==> src/rtl/serCmpPkg.sv <==
package serCmpPkg;

  typedef logic [1:0] stat_t;

  // {win, defer}: defer=1 hands the decision to the less significant bits
  localparam stat_t STAT_LESS    = 2'b00;
  localparam stat_t STAT_EQUAL   = 2'b01;
  localparam stat_t STAT_GREATER = 2'b10;

  typedef struct packed {
    logic load;   // capture operands into the shift registers
    logic step;   // advance the scan by one bit
    logic latch;  // store the current bit code as the final result
  } strobes_t;

endpackage

==> src/rtl/serCmpBit.sv <==
module serCmpBit
  import serCmpPkg::*;
(
  input  logic  aBit,
  input  logic  bBit,
  output stat_t code
);

  always_comb begin
    if (aBit && !bBit) begin
      code = STAT_GREATER;
    end else if (!aBit && bBit) begin
      code = STAT_LESS;
    end else begin
      code = STAT_EQUAL;
    end
  end

endmodule

==> src/rtl/serCmpData.sv <==
module serCmpData
  import serCmpPkg::*;
#(
  parameter int WIDTH = 8
) (
  input  logic             clk,
  input  logic             rst,
  input  strobes_t         strobes,
  input  logic [WIDTH-1:0] opA,
  input  logic [WIDTH-1:0] opB,
  output stat_t            headCode,
  output stat_t            resCode
);

  logic [WIDTH-1:0] aShift;
  logic [WIDTH-1:0] bShift;

  always_ff @(posedge clk) begin
    if (strobes.load) begin
      aShift <= opA;
      bShift <= opB;
    end else if (strobes.step) begin
      aShift <= {aShift[WIDTH-2:0], 1'b0};
      bShift <= {bShift[WIDTH-2:0], 1'b0};
    end
  end

  serCmpBit uBit (
    .aBit (aShift[WIDTH-1]),
    .bBit (bShift[WIDTH-1]),
    .code (headCode)
  );

  always_ff @(posedge clk) begin
    if (rst) begin
      resCode <= STAT_EQUAL;
    end else if (strobes.latch) begin
      resCode <= headCode;
    end
  end

endmodule

==> src/rtl/serCmpCtrl.sv <==
module serCmpCtrl
  import serCmpPkg::*;
#(
  parameter int WIDTH = 8
) (
  input  logic     clk,
  input  logic     rst,
  input  logic     start,
  input  stat_t    headCode,
  output strobes_t strobes,
  output logic     busy,
  output logic     done
);

  localparam int CW = (WIDTH > 2) ? $clog2(WIDTH) : 1;
  localparam logic [CW-1:0] LAST_IDX = CW'(WIDTH - 1);

  logic [CW-1:0] bitsLeft;
  logic          lastStep;

  always_comb begin
    lastStep      = busy && ((headCode != STAT_EQUAL) || (bitsLeft == '0));
    strobes.load  = start && !busy;
    strobes.step  = busy;
    strobes.latch = lastStep;
  end

  always_ff @(posedge clk) begin
    if (rst) begin
      busy     <= 1'b0;
      done     <= 1'b0;
      bitsLeft <= '0;
    end else begin
      done <= lastStep;
      if (strobes.load) begin
        busy     <= 1'b1;
        bitsLeft <= LAST_IDX;
      end else if (lastStep) begin
        busy <= 1'b0;
      end else if (busy) begin
        bitsLeft <= bitsLeft - 1'b1;
      end
    end
  end

endmodule

==> src/rtl/serialGtCompare.sv <==
module serialGtCompare
  import serCmpPkg::*;
#(
  parameter int WIDTH = 8
) (
  input  logic             clk,
  input  logic             rst,
  input  logic             start,
  input  logic [WIDTH-1:0] opA,
  input  logic [WIDTH-1:0] opB,
  output logic             busy,
  output logic             done,
  output logic             gtFlag,
  output logic [1:0]       status
);

  strobes_t strobes;
  stat_t    headCode;
  stat_t    resCode;

  serCmpCtrl #(.WIDTH(WIDTH)) uCtrl (
    .clk      (clk),
    .rst      (rst),
    .start    (start),
    .headCode (headCode),
    .strobes  (strobes),
    .busy     (busy),
    .done     (done)
  );

  serCmpData #(.WIDTH(WIDTH)) uData (
    .clk      (clk),
    .rst      (rst),
    .strobes  (strobes),
    .opA      (opA),
    .opB      (opB),
    .headCode (headCode),
    .resCode  (resCode)
  );

  assign status = resCode;
  assign gtFlag = resCode[1];

endmodule

==> config.mk <==
export PLATFORM = sky130hd
export DESIGN_NAME = serialGtCompare
export DESIGN_NICKNAME = d
export VERILOG_FILES = /design/src/rtl/serCmpPkg.sv /design/src/rtl/serCmpBit.sv /design/src/rtl/serCmpData.sv /design/src/rtl/serCmpCtrl.sv /design/src/rtl/serialGtCompare.sv
export SDC_FILE = /design/constraint.sdc
export NUM_CORES = 1
export LEC_CHECK = 0
export ABC_AREA = 0
export BUFFER_PORTS_ARGS = -buffer_cell sky130_fd_sc_hd__buf_2
export CAP_MARGIN = 25
export CORE_MARGIN = 5
export CORE_UTILIZATION = 53
export DETAILED_ROUTE_END_ITERATION = 6
export GPL_ROUTABILITY_DRIVEN = 0
export PLACE_DENSITY = 0.79
export RECOVER_POWER = 50
export REMOVE_ABC_BUFFERS = 1
export SETUP_SLACK_MARGIN = 0.4
export SYNTH_ARGS = -nofsm -noshare
export SYNTH_HDL_FRONTEND = slang
export SYNTH_SLANG_ARGS = --single-unit
==> constraint.sdc <==
create_clock -name clk -period 2.9 [get_ports clk]
set_input_delay 0.145 -clock clk [delete_from_list [all_inputs] [get_ports clk]]
set_output_delay 0.145 -clock clk [all_outputs]
set_load 0.1 [all_outputs]
==> results.md, run 1 <==
- Max rail drop VDD: around 0.34 mV
- RSZ-0062 raised after global routing: false
- Delay-heaviest family, CP: buffers and inverters
- Die height: roughly 53 um
- CTS resizes: 0
- Post-route DRC violation count: 0
- Worst Path Max Fanout: 20
- Crit path launch: uCtrl.busy
- Worst Path Required: 2.97 ns
- # Post-CTS Setup Buffers: 0
- Met2 Wirelength: 743 um
- Crit path buf inv count: 1
- Netlist cell types: 17
- Wire per inst: 12.6 um
- R2r endpoint: uData.bShift[5]
- CP Launch Type: register
- DR iter-0 viols: 3
- Peak Freq: 527 MHz
- Min Tclk post-route: between 1.5 and 2 ns
- Grt total ovfl: 0
- Synth warn: 0
- Uppermost routed layer: met4
- CTS buffer count: 3
- Area growth from synthesis to layout: 14.4%
- Relative slew margins: a little under a quarter
- Post-layout util: between 60 and 70%
- Worst Setup EP: uData.bShift[5]
- FF-to-FF Start: uCtrl.busy
- Sinks on the clock net: 23
- Setup TNS: 0 ns
- Worst path depth: 3
- Synth Area per Inst: 14.2 um2
- Routed vias: around 600
- Cell Count, Final, Fillers Out: about 120
- Post-route cell area: 1130 um2
- Synth Register Bits: 23
- # diodes: 0
- Slew @ Worst Pin: 1.17 ns
- LEAKAGE: 0.461 nW
- Hold Path Class: primary input to register
- # hold bufs at CTS: 0
- GRT Total Usage: 11.6%
- Initial antenna violation count: 0
- Critical-path cell list: nor2b_1 > clkbuf_1 > mux2_2
- Commonest non-fill, non-tap cells in the layout: buf_2 (19), edfxtp_1 (16), mux2_2 (14)
- Port-buffer cells: 23
- Final period utilization: 65.4%
- Vias in the first global route: 603
- Top cells by area, synth: edfxtp_1 (48%), mux2_2 (16%), dfxtp_1 (14%)
- Synth top area share: 48.5%
- Die area: 2830 um2
- First-pass GRT wire length: between 2 and 2.5 mm
- Placed wire-length estimate: 1.13 mm
- First-pass DRT Iterations: 4
- Mapped Area: 991 um2
- DR WL met3: 90 um
- Clock Path Buffers: 2
- Final setup violation count: 0
- Sequential area share after synthesis: a little over three fifths
- Post-place instance area: 1110 um2
- Site row count: 15
- Post-DRT Antenna Nets: 0
- PD cells: 604 nW/um2
- Most common cell after layout, fill and taps aside: buf_2
- R2R Setup Slk: 1.00 ns
- Worst Skew: 0.00186 ns
- Crit Path Class: register to register
- CTS tree: built
- Worst Setup End Kind: register
- IO Pins: 24
- Layout cells sized above 1: about two fifths
- Chip width: between 50 and 60 um
- H-tree depth: 1
- Final wirelength: around 1.5 mm
- Clock-pin slew on the worst setup and hold paths: 0.12 ns
- Root Driver: clkbuf_4
- Core area: about 1700 um2
- Max-Cap Viols: 0
- Clk_lat worst skew: 0.30 ns
- Final net count: approximately 120
- Crit path DAT: 1.97 ns
- Status: complete, no violations
- Synth area leader: edfxtp_1
- Largest net degree at the start of global routing: 21
- Initial Util: between 50% and 60%
- Metal-1 WL: around 650 um
- Critical-path top delay cell: clkbuf_1
- Dpl cells: around 120
- Final Max Slew Viols: 0
- Post-synthesis cell count: 70
- Via density per instance: 5.00
- Worst-case reg-to-reg path depth: 3
- Final Hold Fails: 0
- Crit-path max cell delay: 0.73 ns
how the worst min path moves through the flow:
stage               start    endpoint  slack, ns  cells past startpoint
finish                rst  uCtrl.busy       0.08                      2
global route          rst  uCtrl.busy       0.09                      2
CTS                   rst  uCtrl.busy       0.08                      2
detailed placement    rst  uCtrl.busy       0.42                      2
global placement      rst  uCtrl.busy       0.42                      2
floorplan             rst  uCtrl.busy       0.22                      1
state kept, by name, indices dropped and copies added (netlist names):
name and count:
uData.resCode 2, uCtrl.bitsLeft 3, uCtrl.done 1, uData.bShift 8, uCtrl.busy 1, uData.aShift 8
metrics by stage:
stage               power (mW)  hold WS [ns]  worst slack, ns
floorplan                0.517         0.217            0.577
global placement         0.546         0.416             1.49
detailed placement       0.554         0.419             1.34
CTS                      0.696        0.0786             1.33
global route             0.722        0.0890            0.866
finish                   0.685        0.0844             1.00
logic make-up (layout without fill, tap and decap cells):
family	Yosys count	in the layout	synth area share, %
multiplexers	15	15	16.9
AND/OR/NAND/NOR	14	14	7.95
buffers and inverters	9	33	4.92
adder cells (fa/ha/maj)	3	3	3.79
flip-flops	23	23	62.6
AO/OA/AOI/OAI	6	6	3.79
final cells by class:
cell class | count | area [um2]
clock buffers | 3 | 22.5
clock inverters | 1 | 5.00
fillers | 151 | 612
inverters | 5 | 18.8
multi-input cells | 38 | 322
flip-flops and latches | 23 | 621
well taps | 25 | 31.3
repair buffers | 24 | 114
where the power goes:
| part | internal (mW) | total, mW | switching [mW] |
|---|---|---|---|
| Clock | 0.0514 | 0.142 | 0.0903 |
| Sequential | 0.397 | 0.410 | 0.0131 |
| Combinational | 0.0528 | 0.134 | 0.0810 |
| Total | 0.501 | 0.685 | 0.184 |
synth_stat cells (all sizes together):
cell and n:
nor3 3, edfxtp 16, or2 2, mux2i 1, a21oi 2, inv 5
and2 2, a211oi 3, nor2 3, dfxtp 7, nor2b 1, and3b 1
mux2 14, buf 4, nand2b 2, o21ai 1, ha 3
routing by layer:
metal	track usage, %	vias to the layer above
li1	-	303
met1	11.9	271
met2	20.8	17
met3	2.54	4
met4	7.23	0
met5	0	-
Note: power is estimated with default switching activity, not from simulation.
==> run 2, diff against run 1 <==
CORE_UTILIZATION = 46   (was 53)
PLACE_DENSITY = 0.73   (was 0.79)
clock period = 1.6 ns   (was 2.9 ns; I/O delays follow)
==> run 2 against run 1 <==
  * Via count grew 10%
  * Clock-buffer cell count rose by 1
  * Sequential power is 82% higher
  * Die area grew 12%
  * Routed wire length up 27%
  * Combinational power rose to 2.8 times the previous value
  * Fmax up 40%
  * Final cell count up 8.4%
  * Clock skew about the same
==> results.md, run 2 (synthesis results as in run 1) <==
- Post-place instance area: approximately 1100 um2
- Site row count: 16
- Sinks on the clock net: 23
- Worst Path Required: 1.83 ns
- First-pass GRT wire length: approximately 2.7 mm
- Core area: ~2000 um2
- Worst-case reg-to-reg path depth: 6
- Clock-pin slew on the worst setup and hold paths: 0.12 ns
- PD cells: 1010 nW/um2
- Die area: approximately 3200 um2
- CTS tree: built
- CTS buffer count: 3
- Vias in the first global route: 653
- Final setup violation count: 0
- Crit path buf inv count: 1
- Hold path cells: 2
- Crit Path Class: register to register
- Setup TNS: 0 ns
- CP Launch Type: register
- Post-route DRC violation count: 0
- Wire per inst: about 15 um
- CP most frequent cell: ha_4
- Clock Path Buffers: 2
- RSZ-0062 raised after global routing: true
- Post-DRT Antenna Nets: 0
- Relative slew margins: a little over half
- First-pass DRT Iterations: 4
- Worst path depth: 6
- Final Hold Fails: 0
- IO Pins: 24
- Final wirelength: 1.90 mm
- Min Tclk post-route: 1.36 ns
- Final Max Slew Viols: 0
- Cell Count, Final, Fillers Out: 129
- Layout fillers: around 150
- Dpl cells: about 120
- Max-Cap Viols: 0
- # diodes: 0
- Grt total ovfl: 0
- Port-buffer cells: 23
- Chip width: 56.4 um
- Largest registers: uData.aShift x8, uData.bShift x8, uCtrl.bitsLeft x3
- Clk_lat worst skew: 0.31 ns
- Initial Util: slightly below 50%
- Final period utilization: 85.0%
- Max rail drop VDD: ~0.76 mV
- Critical-path cell list: inv_2 > ha_4 > ha_4 > and3b_2 > nor3_1 > a211oi_1
- Peak Freq: between 700 and 800 MHz
- Worst Setup End Kind: register
- R2R Setup Slk: 0.24 ns
- Placed wire-length estimate: 1.06 mm
- Post-route cell area: 1370 um2
- Placement Setup Slack: 0.0724 ns
- Hold Path Class: primary input to register
- Routed vias: 656
- Most common cell after layout, fill and taps aside: buf_2
- Final WS setup: 0.240 ns
- # hold bufs at CTS: 0
- Final net count: 125
- Status: complete, no violations
- Via density per instance: around 5
- Delay-heaviest family, CP: simple AND/OR/NAND/NOR gates
- Crit-path max cell delay: 0.36 ns
- Root Driver: clkbuf_4
- Crit path DAT: 1.59 ns
- GRT Total Usage: 10.8%
- Slew @ Worst Pin: ~0.68 ns
- LEAKAGE: about 0.6 nW
- Commonest non-fill, non-tap cells in the layout: buf_2 (18), edfxtp_1 (16), mux2_4 (14)
- H-tree depth: 1
- Hold slack: 0.0184 ns
- Worst Skew: 0.00166 ns
- Initial antenna violation count: 0
- Die height: 56.4 um
- Critical-path top delay cell: dfxtp_2
- DR iter-0 viols: 3
- Largest net degree at the start of global routing: 21
- Worst Path Max Fanout: 6
- Layout cells sized above 1: 61.8%
- Area growth from synthesis to layout: 38.4%
## run 2: changes by cell type in the layout (fill, tap and decap cells not counted), moves of 3 or more
cell / delta
mux2_2: -14
mux2_4: +14
clkbuf_2: +5
buf_4: +4
clkbuf_1: -3
dfxtp_1: -3
ha_1: -3
ha_4: +3
inv_1: -3
inv_2: +3
## run 2: timing repair
| action | CTS | global route |
|---|---|---|
| setup buffers | 2 | 3 |
| endpoints found under the setup margin | 24 | 23 |
| pin swaps | 5 | 1 |
| resized for setup | 16 | 21 |
| gates cloned | 0 | 3 |
## run 2: final cells by class
cell class                      count  area (um2)  area share [%]
Clock buffer                        4        26.3            1.92
Inverter                            5        18.8            1.37
Multi-Input combinational cell     38         435            31.8
Sequential cell                    23         627            45.7
Tap cell                           27        33.8            2.46
Timing Repair Buffer               32         230            16.8
## run 2: per-stage QoR
stage | utilization (%) | power, mW
CTS | 61.1 | 1.31
global route | 68.5 | 1.46
finish | 68.5 | 1.39
floorplan | - | 0.937
global placement | 56.4 | 0.997
detailed placement | 56.4 | 1.01
## run 2: worst paths after layout
kind	endpoint	start
setup / recovery	uCtrl.bitsLeft[2]	uCtrl.bitsLeft[1]
hold / removal	uCtrl.bitsLeft[1]	rst
setup reg to reg	uCtrl.bitsLeft[2]	uCtrl.bitsLeft[1]
hold reg to reg	uData.resCode[1]	uData.resCode[1]
## run 2: power breakdown
| part | total [mW] | internal, mW | switching (mW) |
|---|---|---|---|
| combinational | 0.376 | 0.191 | 0.186 |
| clock | 0.267 | 0.0975 | 0.169 |
| sequential | 0.748 | 0.720 | 0.0279 |
| total | 1.39 | 1.01 | 0.383 |
## run 2: per-layer routing
layer | track usage [%] | wire (um)
met4 | 6.10 | 29
met2 | 18.7 | 883
met3 | 2.52 | 132
met5 | 0 | 0
met1 | 12.1 | 859
==> run 3, diff against run 2 <==
PLACE_DENSITY = 0.83   (was 0.73)
TNS_END_PERCENT = 30   (was not set)
clock period = 1.17 ns   (was 1.6 ns; I/O delays follow)
==> run 3 against run 2 <==
  * The flow now finishes with violations (negative setup slack)
  * Cell area up 2.7%
  * Sequential share of layout area down 1.5 points
  * Final cell count up 3.1%
  * Total power up 39%
  * Global-route usage up 2.9 points
  * Clock power up 37%
  * Clock-buffer cell count down 1
  * Utilization up 1.9 points
  * Non-clock buffer count up 4
  * Sequential power up 38%
==> results.md, run 3 (synthesis results as in run 1) <==
- Largest registers: uData.aShift x8, uData.bShift x8, uCtrl.bitsLeft x3
- Grt total ovfl: 0
- H-tree depth: 1
- Post-route DRC violation count: 0
- Final WS setup: -0.160 ns
- Layout cells sized above 1: 62.3%
- Worst Setup End Kind: register
- Comb pwr share: 27.9%
- Dpl cells: 123
- Root Driver: clkbuf_4
- CP Launch Type: register
- GRT Total Usage: 13.7%
- Status: complete, but fails checks
- Final setup violation count: 20
- Site row count: 16
- Failing checks: negative setup slack
- Routed vias: 678
- # diodes: 0
- CTS buffer count: 3
- Max rail drop VDD: 1.04 mV
- Initial Util: 49.5%
- Peak Freq: 752 MHz
- Sinks on the clock net: 23
- Crit-path max cell delay: 0.35 ns
- Final Max Slew Viols: 0
- Hold Path Class: primary input to register
- First-pass DRT Iterations: 2
- Worst Skew: between 0.002 and 0.0025 ns
- CTS tree: built
- Vias in the first global route: 738
- Worst-case reg-to-reg path depth: 3
- Placement Setup Slack: -0.247 ns
- Clk_lat worst skew: 0.32 ns
- Clock share of power: around a fifth
- Wire per inst: about 16 um
- Worst Path Max Fanout: 8
- Layout fillers: 154
- Hold path cells: 2
- Post-DRT Antenna Nets: 0
- Crit Path Class: register to register
- Cell Count, Final, Fillers Out: between 100 and 150
- Port-buffer cells: 23
- Final wirelength: 2.15 mm
- Via density per instance: 5.10
- Clock Path Buffers: 2
- Slew @ Worst Pin: approximately 0.31 ns
- Critical-path cell list: nor2b_2 > buf_8 > mux2_4
- Critical-path top delay cell: dfxtp_1
- Crit path DAT: 1.41 ns
- Initial antenna violation count: 0
- Chip width: 56.4 um
- Design Power: 1.93 mW
- First-pass GRT wire length: between 3 and 4 mm
- Post-layout util: 70.4%
- Core area: roughly 2000 um2
- Most common cell after layout, fill and taps aside: buf_2
- Clock-pin slew on the worst setup and hold paths: 0.12 ns
- Worst Path Required: 1.25 ns
- Final period utilization: 114%
- Min Tclk post-route: 1.33 ns
- Reg power frac: between 50 and 60%
- Switching power: 0.542 mW
- PD cells: 1370 nW/um2
- IO Pins: 24
- Die area: 3180 um2
- Sw Ratio: 28.1%
- Die height: 56.4 um
- Final Hold Fails: 0
- Commonest non-fill, non-tap cells in the layout: buf_2 (18), edfxtp_1 (16), mux2_4 (14)
- Largest net degree at the start of global routing: 17
- Internal Pwr Total: 1.39 mW
- Placed wire-length estimate: roughly 1.3 mm
- Final net count: 129
- LEAKAGE: 0.608 nW
- RSZ-0062 raised after global routing: true
- DR iter-0 viols: 3
- Area growth from synthesis to layout: 42.2%
- Max-Cap Viols: 0
- Relative slew margins: 79.8%
## run 3: changes by cell type in the layout (fill, tap and decap cells not counted), moves of 2 or more
cell | before | now
buf_4 | 4 | 6
buf_6 | 1 | 4
clkbuf_1 | 2 | 0
clkbuf_16 | 2 | 0
clkbuf_2 | 5 | 0
clkbuf_4 | 3 | 5
dlygate4sd3_1 | 0 | 4
## run 3: through the flow
| step | hold WS [ns] | cell area (um2) | setup TNS (ns) |
|---|---|---|---|
| 2_1_floorplan | 0.131 | 961 | -32.98 |
| 3_3_place_gp | 0.317 | 1180 | -2.41 |
| 3_5_place_dp | 0.328 | 1180 | -3.96 |
| 4_1_cts | -0.0357 | 1410 | -1.41 |
| 5_1_grt | 0.0102 | 1410 | -3.44 |
| 6_report | 0.00132 | 1410 | -2.70 |
## run 3: layer usage
metal	share of wire (%)	GRT usage [%]
met1	40	13.8
met2	52	24.9
met3	5.4	5.50
met4	2.0	5.42
met5	0	0
## run 3: power by group through the flow
stage | Clock, mW | Combinational, mW | Sequential, mW
after floorplan | 0 | 0.170 | 1.11
after global placement | 0 | 0.366 | 1.03
after detailed placement | 0 | 0.387 | 1.03
after CTS | 0.382 | 0.536 | 1.03
after global routing | 0.415 | 0.581 | 1.03
final | 0.367 | 0.539 | 1.03
## run 3: worst max-delay path: cells and delay by family (launching register included)
family,cells,cell delay (ns)
buf+inv,1,0.19
flops,1,0.35
mux,1,0.31
simple gates,1,0.25
## run 3: worst paths after layout
check | startpoint | end | slack, ns
setup / recovery | uCtrl.busy | uData.bShift[4] | -0.16
hold / removal | rst | uData.resCode[0] | 0.001
setup reg to reg | uCtrl.busy | uData.bShift[4] | -0.16
hold reg to reg | uData.resCode[1] | uData.resCode[1] | 0.54
## run 3: final cells by class
| cell class | instances | area [um2] | share of cell area (%) |
|---|---|---|---|
| sequential | 23 | 623 | 44.2 |
| multi-input combinational | 38 | 435 | 30.9 |
| timing repair buffer | 36 | 270 | 19.2 |
| tap | 27 | 33.8 | 2.40 |
| clock buffer | 3 | 22.5 | 1.60 |
| inverter | 5 | 18.8 | 1.33 |
| clock inverter | 1 | 5.00 | 0.355 |
## run 3: repair_timing
action	4_1_cts	5_1_grt
hold buffers	2	2
pin swaps	8	6
hold endpoints to repair	2	2
setup buffers	1	1
endpoints found under the setup margin	44	44
gates resized for setup	49	5
